$ cat src/rtl/systimer_pkg.sv
package systimer_pkg;

    localparam int unsigned CNT_W  = 32;
    localparam int unsigned ADDR_W = 3;
    localparam int unsigned NFLAG  = 3;

    typedef enum logic [ADDR_W-1:0] {
        RA_USEC  = 3'd0,
        RA_LOAD  = 3'd1,
        RA_COUNT = 3'd2,
        RA_TOD   = 3'd3,
        RA_CTRL  = 3'd4,
        RA_FLAG  = 3'd5,
        RA_IEN   = 3'd6,
        RA_NONE  = 3'd7
    } reg_addr_e;

    typedef enum logic {
        IVL_IDLE = 1'b0,
        IVL_RUN  = 1'b1
    } ivl_state_e;

    // flag bit positions
    localparam int unsigned FB_WRAP = 0;
    localparam int unsigned FB_IVL  = 1;
    localparam int unsigned FB_TOD  = 2;

    // control bit positions
    localparam int unsigned CB_START = 0;
    localparam int unsigned CB_MODE  = 1;
    localparam int unsigned CB_STOP  = 2;

endpackage

$ cat src/rtl/systimer_divstage.sv
module systimer_divstage #(
    parameter int unsigned RATIO = 4
) (
    input  logic clk,
    input  logic rst_n,
    input  logic en_in,
    output logic en_out
);
    localparam int unsigned W = (RATIO > 1) ? $clog2(RATIO) : 1;
    localparam logic [W-1:0] LAST = W'(RATIO - 1);

    logic [W-1:0] cnt_q;
    logic         at_last;

    assign at_last = (cnt_q == LAST);
    assign en_out  = en_in && at_last;

    always_ff @(posedge clk) begin
        if (!rst_n) begin
            cnt_q <= '0;
        end else if (en_in) begin
            cnt_q <= at_last ? '0 : cnt_q + 1'b1;
        end
    end
endmodule

$ cat src/rtl/systimer_upcnt.sv
module systimer_upcnt #(
    parameter int unsigned W = 32
) (
    input  logic         clk,
    input  logic         rst_n,
    input  logic         step,
    input  logic         load_en,
    input  logic [W-1:0] load_val,
    output logic [W-1:0] value,
    output logic         wrap
);
    logic [W-1:0] val_q;

    assign value = val_q;
    assign wrap  = step && !load_en && (&val_q);

    always_ff @(posedge clk) begin
        if (!rst_n) begin
            val_q <= '0;
        end else if (load_en) begin
            val_q <= load_val;
        end else if (step) begin
            val_q <= val_q + 1'b1;
        end
    end
endmodule

$ cat src/rtl/systimer_ivl.sv
module systimer_ivl
    import systimer_pkg::*;
#(
    parameter int unsigned W = 32
) (
    input  logic         clk,
    input  logic         rst_n,
    input  logic         ms_tick,
    input  logic         start,
    input  logic         stop,
    input  logic         periodic,
    input  logic [W-1:0] load_val,
    output logic [W-1:0] count,
    output logic         running,
    output logic         expire
);
    ivl_state_e   state_q, state_d;
    logic [W-1:0] cnt_q, cnt_d;
    logic         load_ok;
    logic         last_ms;

    assign load_ok = (load_val != '0);
    assign last_ms = (cnt_q == W'(1));

    always_ff @(posedge clk) begin
        if (!rst_n) begin
            state_q <= IVL_IDLE;
            cnt_q   <= '0;
        end else begin
            state_q <= state_d;
            cnt_q   <= cnt_d;
        end
    end

    always_comb begin
        state_d = state_q;
        cnt_d   = cnt_q;
        expire  = 1'b0;
        unique case (state_q)
            IVL_IDLE: begin
                if (start && !stop && load_ok) begin
                    state_d = IVL_RUN;
                    cnt_d   = load_val;
                end
            end
            IVL_RUN: begin
                if (stop) begin
                    state_d = IVL_IDLE;
                end else if (start && load_ok) begin
                    cnt_d = load_val;
                end else if (ms_tick) begin
                    if (last_ms) begin
                        expire = 1'b1;
                        if (periodic && load_ok) begin
                            cnt_d = load_val;
                        end else begin
                            cnt_d   = '0;
                            state_d = IVL_IDLE;
                        end
                    end else begin
                        cnt_d = cnt_q - 1'b1;
                    end
                end
            end
            default: state_d = IVL_IDLE;
        endcase
    end

    assign count   = cnt_q;
    assign running = (state_q == IVL_RUN);
endmodule

$ cat src/rtl/systimer.sv
module systimer
    import systimer_pkg::*;
#(
    parameter int unsigned SYS_PER_US   = 4,
    parameter int unsigned US_PER_MS    = 1000,
    parameter int unsigned MS_PER_TENTH = 100
) (
    input  logic        clk,
    input  logic        rst_n,
    input  logic        rd_en,
    input  logic        wr_en,
    input  logic [2:0]  addr,
    input  logic [31:0] wdata,
    output logic [31:0] rdata,
    output logic        rd_valid,
    output logic        irq
);
    localparam int unsigned NSTAGE = 3;
    localparam int unsigned RATIOS [NSTAGE] = '{SYS_PER_US, US_PER_MS, MS_PER_TENTH};

    reg_addr_e          ra;
    logic [NSTAGE:0]    en_chain;
    logic               us_tick, ms_tick, tn_tick;
    logic               wr_tick, wr_tod, wr_load, wr_ctrl, wr_flag, wr_ien;
    logic [CNT_W-1:0]   tick_q, tod_q, load_q, ivl_cnt;
    logic               tick_wrap, tod_wrap_unused;
    logic               periodic_q, ivl_start, ivl_stop, ivl_running, ivl_expire;
    logic [NFLAG-1:0]   flags_q, flag_set, flag_clr, irq_en_q;
    logic [CNT_W-1:0]   rd_mux, rdata_q;
    logic               rd_valid_q;

    assign ra = reg_addr_e'(addr);

    // prescaler chain
    assign en_chain[0] = 1'b1;
    for (genvar g = 0; g < NSTAGE; g++) begin : g_div
        systimer_divstage #(.RATIO(RATIOS[g])) u_div (
            .clk    (clk),
            .rst_n  (rst_n),
            .en_in  (en_chain[g]),
            .en_out (en_chain[g+1])
        );
    end
    assign us_tick = en_chain[1];
    assign ms_tick = en_chain[2];
    assign tn_tick = en_chain[3];

    // write decode
    assign wr_tick = wr_en && (ra == RA_USEC);
    assign wr_load = wr_en && (ra == RA_LOAD);
    assign wr_tod  = wr_en && (ra == RA_TOD);
    assign wr_ctrl = wr_en && (ra == RA_CTRL);
    assign wr_flag = wr_en && (ra == RA_FLAG);
    assign wr_ien  = wr_en && (ra == RA_IEN);

    assign ivl_start = wr_ctrl && wdata[CB_START];
    assign ivl_stop  = wr_ctrl && wdata[CB_STOP];

    systimer_upcnt #(.W(CNT_W)) u_usec (
        .clk      (clk),
        .rst_n    (rst_n),
        .step     (us_tick),
        .load_en  (wr_tick),
        .load_val (wdata),
        .value    (tick_q),
        .wrap     (tick_wrap)
    );

    systimer_upcnt #(.W(CNT_W)) u_tod (
        .clk      (clk),
        .rst_n    (rst_n),
        .step     (tn_tick),
        .load_en  (wr_tod),
        .load_val (wdata),
        .value    (tod_q),
        .wrap     (tod_wrap_unused)
    );

    systimer_ivl #(.W(CNT_W)) u_ivl (
        .clk      (clk),
        .rst_n    (rst_n),
        .ms_tick  (ms_tick),
        .start    (ivl_start),
        .stop     (ivl_stop),
        .periodic (periodic_q),
        .load_val (load_q),
        .count    (ivl_cnt),
        .running  (ivl_running),
        .expire   (ivl_expire)
    );

    // configuration registers
    always_ff @(posedge clk) begin
        if (!rst_n) begin
            load_q     <= '0;
            periodic_q <= 1'b0;
            irq_en_q   <= '0;
        end else begin
            if (wr_load) load_q     <= wdata;
            if (wr_ctrl) periodic_q <= wdata[CB_MODE];
            if (wr_ien)  irq_en_q   <= wdata[NFLAG-1:0];
        end
    end

    // sticky flags: set beats clear
    always_comb begin
        flag_set          = '0;
        flag_set[FB_WRAP] = tick_wrap;
        flag_set[FB_IVL]  = ivl_expire;
        flag_set[FB_TOD]  = tn_tick;
        flag_clr          = wr_flag ? wdata[NFLAG-1:0] : '0;
    end

    always_ff @(posedge clk) begin
        if (!rst_n) begin
            flags_q <= '0;
        end else begin
            flags_q <= (flags_q & ~flag_clr) | flag_set;
        end
    end

    assign irq = |(flags_q & irq_en_q);

    // read port: whole-word snapshot
    always_comb begin
        rd_mux = '0;
        unique case (ra)
            RA_USEC:  rd_mux = tick_q;
            RA_LOAD:  rd_mux = load_q;
            RA_COUNT: rd_mux = ivl_cnt;
            RA_TOD:   rd_mux = tod_q;
            RA_CTRL:  rd_mux = CNT_W'({periodic_q, ivl_running});
            RA_FLAG:  rd_mux = CNT_W'(flags_q);
            RA_IEN:   rd_mux = CNT_W'(irq_en_q);
            RA_NONE:  rd_mux = '0;
            default:  rd_mux = '0;
        endcase
    end

    always_ff @(posedge clk) begin
        if (!rst_n) begin
            rdata_q    <= '0;
            rd_valid_q <= 1'b0;
        end else begin
            rd_valid_q <= rd_en;
            if (rd_en) rdata_q <= rd_mux;
        end
    end

    assign rdata    = rdata_q;
    assign rd_valid = rd_valid_q;
endmodule

$ cat config.mk
export PLATFORM = sky130hd
export DESIGN_NAME = systimer
export DESIGN_NICKNAME = d
export VERILOG_FILES = /design/src/rtl/systimer_pkg.sv /design/src/rtl/systimer_divstage.sv /design/src/rtl/systimer_upcnt.sv /design/src/rtl/systimer_ivl.sv /design/src/rtl/systimer.sv
export SDC_FILE = /design/constraint.sdc
export NUM_CORES = 1
export LEC_CHECK = 0
export BUFFER_PORTS_ARGS = -buffer_cell sky130_fd_sc_hd__buf_2
export CORE_MARGIN = 2
export CORE_UTILIZATION = 40
export DETAILED_ROUTE_END_ITERATION = 6
export PLACE_DENSITY = 0.61
export SYNTH_ARGS = -nofsm -noshare
export SYNTH_HDL_FRONTEND = slang
export SYNTH_SLANG_ARGS = --single-unit
$ cat constraint.sdc
create_clock -name clk -period 7.55 [get_ports clk]
set_input_delay 0.755 -clock clk [delete_from_list [all_inputs] [get_ports clk]]
set_output_delay 0.755 -clock clk [all_outputs]
set_load 0.01 [all_outputs]
Word level (Yosys, flattened, before mapping)
Index checks and enable logic that the tools add are counted.
{"block": "op_classes", "bitwise_logic": 6, "muxes": 27, "add_sub_neg": 6, "n_reduce_logical": 26, "eq_ne": 14}
{"op": "2-to-1 mux 32 bit", "count": 10}
{"op": "one-hot mux 32 bit (8 select lines)", "count": 1}
{"op": "adder 32 x 1 -> 32 bit (second input constant)", "count": 2}
{"op": "one-hot mux 32 bit (2 select lines)", "count": 1}
{"op": "== test 32 x 1 -> 1 bit (second input constant)", "count": 1}
{"op": "AND reduction 32 bit", "count": 1}
{"op": "nonzero test 32 bit", "count": 1}
{"op": "subtractor 32 x 1 -> 32 bit (second input constant)", "count": 1}
{"op": "logical AND 1 bit", "count": 16}
{"op": "== test 3 bit (second input constant)", "count": 4}
{"op": "2-to-1 mux 1 bit", "count": 11}
{"op": "adder 10 x 1 -> 10 bit (second input constant)", "count": 1}
{"op": "== test 10 bit (second input constant)", "count": 1}
{"op": "2-to-1 mux 10 bit", "count": 1}
{"op": "adder 7 x 1 -> 7 bit (second input constant)", "count": 1}
{"op": "== test 7 bit (second input constant)", "count": 1}
{"op": "2-to-1 mux 7 bit", "count": 1}
{"op": "AND 3 bit", "count": 2}
{"op": "== test 3 x 2 -> 1 bit (second input constant)", "count": 2}
{"op": "nonzero test 2 bit", "count": 2}
{"op": "== test 3 x 1 -> 1 bit (second input constant)", "count": 1}
{"op": "zero test 3 bit", "count": 1}
{"op": "2-to-1 mux 3 bit", "count": 1}
{"op": "inequality test 3 bit (second input constant)", "count": 1}
{"op": "12 further kinds", "count": 14}
{"block": "word_totals", "word_cells": 92, "inputBits": 39, "regBits": 188, "out_inout_bits": 34}

Depth between registers and ports, before layout
{"block": "logic_depth", "word_depth": 8, "mapped_depth": 11, "ltp_nobuf": 9}

Modules after synthesis
From an unflattened synthesis, not the netlist that was laid out.
{"block": "hier_totals", "cells_unflattened": 1327, "area_unflattened_um2": 10938.0}
{"mod": "systimer_upcnt", "cells_each": 265, "seq_area_each_um2": 640.6, "instances": 2, "area_each_um2": 2050.7}
{"mod": "systimer", "cells_each": 418, "seq_area_each_um2": 1441.4, "instances": 1, "area_each_um2": 3614.7}
{"mod": "systimer_ivl", "cells_each": 280, "seq_area_each_um2": 660.6, "instances": 1, "area_each_um2": 2225.9}
{"mod": "systimer_divstage at g_div[1].u_div", "cells_each": 55, "seq_area_each_um2": 200.2, "instances": 1, "area_each_um2": 524.3}
{"mod": "systimer_divstage at g_div[2].u_div", "cells_each": 35, "seq_area_each_um2": 140.1, "instances": 1, "area_each_um2": 369.1}
{"mod": "systimer_divstage at g_div[0].u_div", "cells_each": 9, "seq_area_each_um2": 40.0, "instances": 1, "area_each_um2": 102.6}

Worst setup path before layout
No wires, ideal clock.
{"block": "synth_timing", "kind": "input to register", "startpoint": "input port addr[1]", "endpoint": "register u_ivl.cnt_q[0] (netlist: u_ivl.count[0])", "setup_slack_ns": 4.893, "path_buffers": 2, "t_required_ns": 7.422, "cell_stages": 9, "t_arrival_ns": 2.530, "path_cell_list": "clkbuf_1 > nor4bb_1 > nand2_1 > o21bai_1 > a21boi_1 > clkbuf_1 > o221ai_1 > o21ai_1 > nor2_1"}
{"block": "synth_between", "elab_chain_len": 8, "word_cells_on_any_way": 15, "classes_between": "eq/ne (4); mux (3); reduce/logical (8)"}
{"element": "from (decl)", "line": "systimer.sv:12", "source": "input logic [2:0] addr,"}
{"element": "== test 3 bit *", "line": "systimer.sv:52", "source": "assign wr_ctrl = wr_en && (ra == RA_CTRL);"}
{"element": "logical AND 1 bit *", "line": "systimer.sv:52"}
{"element": "logical AND 1 bit", "line": "systimer.sv:57", "source": "assign ivl_stop = wr_ctrl && wdata[CB_STOP];"}
{"element": "zero test 1 bit", "line": "systimer_ivl.sv:41", "source": "if (start && !stop && load_ok) begin"}
{"element": "logical AND 1 bit (2 in series)", "line": "systimer_ivl.sv:41"}
{"element": "inequality test 2 x 1 -> 1 bit (no line)"}
{"element": "AND reduction 3 bit (no line)"}
{"element": "to (signal assigned)", "line": "systimer_ivl.sv:31", "source": "cnt_q <= cnt_d;"}
{"element": "to (decl)", "line": "systimer_ivl.sv:18", "source": "logic [W-1:0] cnt_q, cnt_d;"}
Every way passes the cells marked *; elsewhere a longest branch is shown, timed or not. The select of a mux whose other input is x is not followed.
A chain may end at the register's enable or synchronous reset.

Worst setup path after layout
{"block": "layout_timing", "startpoint": "register g_div[1].u_div.cnt_q[0]", "endpoint": "register u_tod.val_q[31] (netlist: u_tod.value[31])"}
{"block": "layout_between", "elab_chain_len": 4}
{"element": "from (decl)", "line": "systimer_divstage.sv:12", "source": "logic [W-1:0] cnt_q;"}
{"element": "from (signal assigned)", "line": "systimer_divstage.sv:22", "source": "cnt_q <= at_last ? '0 : cnt_q + 1'b1;"}
{"element": "== test 10 bit", "line": "systimer_divstage.sv:15", "source": "assign at_last = (cnt_q == LAST);"}
{"element": "logical AND 1 bit (2 in series)", "line": "systimer_divstage.sv:16", "source": "assign en_out = en_in && at_last;"}
{"element": "nonzero test 2 bit (no line)"}
{"element": "to (signal assigned)", "line": "systimer_upcnt.sv:21", "source": "val_q <= load_val;"}
{"element": "to (signal assigned)", "line": "systimer_upcnt.sv:23", "source": "val_q <= val_q + 1'b1;"}
{"element": "to (decl)", "line": "systimer_upcnt.sv:12", "source": "logic [W-1:0] val_q;"}
No other way between the ends.

==> reports/metrics.cfg <==
[die]
die_w_um=159
start_util=0.410
die_area_mm2=0.0254
num_rows=56
pin_count=73
die_h_um=159
core_mm2=0.0236

[detailed_routing]
first_iter_violations=804
drc_errors=0
vias=9002
drt_first_pass_iters=5
via_per_inst=5.58
ant_nets=0
drt-total-wl_um=29100
post_drt_wl_per_cell_um=18.0

[clocking]
cts_tree=done
htree_levels=4
cts_max_path_buffers=2
clk_pin_slew_worst_paths_ns=0.08
cts.repair.resized=0
ctsHoldBuffers=0
numCtsBuffers=17
cts_setup_buffers=0
clock-root-buffer=clkbuf_16
cts.sinks=188
insertion_delay_ns=0.44

[worst_setup_path]
crit_fanout=10
arrival_ns=3.57
required_ns=7.83
path_class=register to register
cp-start-kind=register
crit_path_end_kind=register

[sta]
tns_ns=0
slew_viol_final=0
fin_crit_sh=0.436
max_slew.worst_pin.slew_ns=1.19
setup_viol=0
rsz0062_at_grt=no
fmax_mhz=304
relSlewSlack=0.203
clock_skew_ns=0.0153
layout_min_cycle_time_ns=3.29
hold_viol=0

[layout]
layout_common_cells=dfxtp_1 (188), nand2_1 (165), nor2_1 (161), a21oi_1 (123), o21ai_0 (88)
insertedDiodeCount=0
fillers=2425
post_route_cells_drive_above_1_share=0.107
final_cells=1614
synthToLayoutAreaGrowth_pct=11.9
final_common_cell=dfxtp_1
nets=1328

[synthesis]
synth_ff_type=dfxtp_1
synthesis.area_mm2=0.00967
synthArstFlopShare=0
yosysTopAreaCell=dfxtp_1
syn_area_per_cell_um2=7.70
synth_cells=1256
synth-edff-count=0
synth_area_leaders=dfxtp_1 (39%), nand2_1 (6.4%), a21oi_1 (6.4%)
syn-num-nets=1302
ys_seq_area_frac=0.389
ys_seq_elements=188
yosys_warnings=0
synth_top_area_share=0.389
synth_cell_types=58

[pwr]
p_leak_nw=3.92
peakVddDrop_mv=0.117
power.density_mw_per_mm2=199
finalPower_mw=2.15

[global_route]
overflow=0
grt_max_degree=66
grt_antenna_before_repair=0
grt_pass1_vias=8406
track_usage=0.229
grt_pass1_wl_um=47000

[placed_design]
placed_cells=1582
hpwl_um=20500
gp_congestion=0.845
portBuffers=72

[job]
maxCapViolations=0

[outcome]
status=completed

[worst_hold_path]
hp-class=register to register

## Yosys cell counts (8+ instances only)
library cell and instances:
or3_1 11, o21ai_1 22, and3_1 12, o311ai_1 8, a211oi_1 19, clkbuf_1 67, o211ai_1 32, o21ai_0 88
nor4_1 15, inv_1 20, nand2_1 166, nor2_1 162, mux2i_1 36, a21oi_1 123, dfxtp_1 188, xnor2_1 31
nand4_1 33, xor2_1 46, nand3_1 48, nor3_1 24
## worst paths after layout
path	from	endpoint	slack, ns	depth (start not counted)
worst min-delay path	g_div[0].u_div.cnt_q[0]	g_div[0].u_div.cnt_q[0]	0.43	1
worst min register to register	g_div[0].u_div.cnt_q[0]	g_div[0].u_div.cnt_q[0]	0.43	1
worst max register to register	g_div[1].u_div.cnt_q[0]	u_tod.value[31]	4.26	8
worst max-delay path	g_div[1].u_div.cnt_q[0]	u_tod.value[31]	4.26	8
## through the flow
step                hold slack [ns]  area [um^2]  worst slack, ns  utilization
floorplan                     0.404         9670             4.89            -
global placement              0.413        10200             3.91        0.434
detailed placement            0.420        10200             3.84        0.434
CTS                           0.432        10800             4.28        0.458
global route                  0.451        10800             3.89        0.458
finish                        0.430        10800             4.26        0.458
## state kept, by name (all words and copies together) (netlist names)
register / cells
u_ivl.count: 32
u_tod.value: 32
flags_q: 3
load_q: 32
g_div.u_div.cnt_q: 19
u_usec.value: 32
irq_en_q: 3
rd_valid: 1
u_ivl.running: 1
periodic_q: 1
rdata: 32
## critical path, cell delays in order, from the launching register on
cell and delay (ns):
dfxtp_1 0.38, ha_1 0.23, nand3_1 0.17, nor4_4 0.60, nand4_1 0.43, nor3_1 0.82, and3_1 0.29, xnor2_1 0.12
a21oi_1 0.08
## metal layers
| metal | global-route usage | routed length, um | vias up |
|---|---|---|---|
| met3 | 0.0443 | 1770 | 32 |
| met2 | 0.350 | 12800 | 278 |
| met1 | 0.332 | 14100 | 4190 |
| met5 | 0 | 0 | - |
| li1 | - | - | 4502 |
| met4 | 0.0554 | 440 | 0 |
## kinds of logic after synthesis
family | count (synthesis) | share of synthesized area
fa+ha+maj | 7 | 0.00906
simple gates | 519 | 0.254
mux | 36 | 0.0373
buf+inv | 102 | 0.0422
flops | 188 | 0.389
compound gates | 327 | 0.199
xor+xnor | 77 | 0.0697
## power by group
part	total [mW]	internal (mW)	switching, mW
clock	0.895	0.454	0.441
combinational	0.206	0.0715	0.134
sequential	1.05	1.02	0.0292
total	2.15	1.55	0.605
## layout make-up
type                       count  area [um^2]  area share
sequential                   188         3760       0.348
clock buffer                  19          453      0.0418
tap                          319          399      0.0369
multi-input combinational    966         5520       0.510
clock inverter                13          128      0.0118
inverter                      20         76.3     0.00705
timing repair buffer          89          488      0.0451
(Power assumes the default switching activity.)
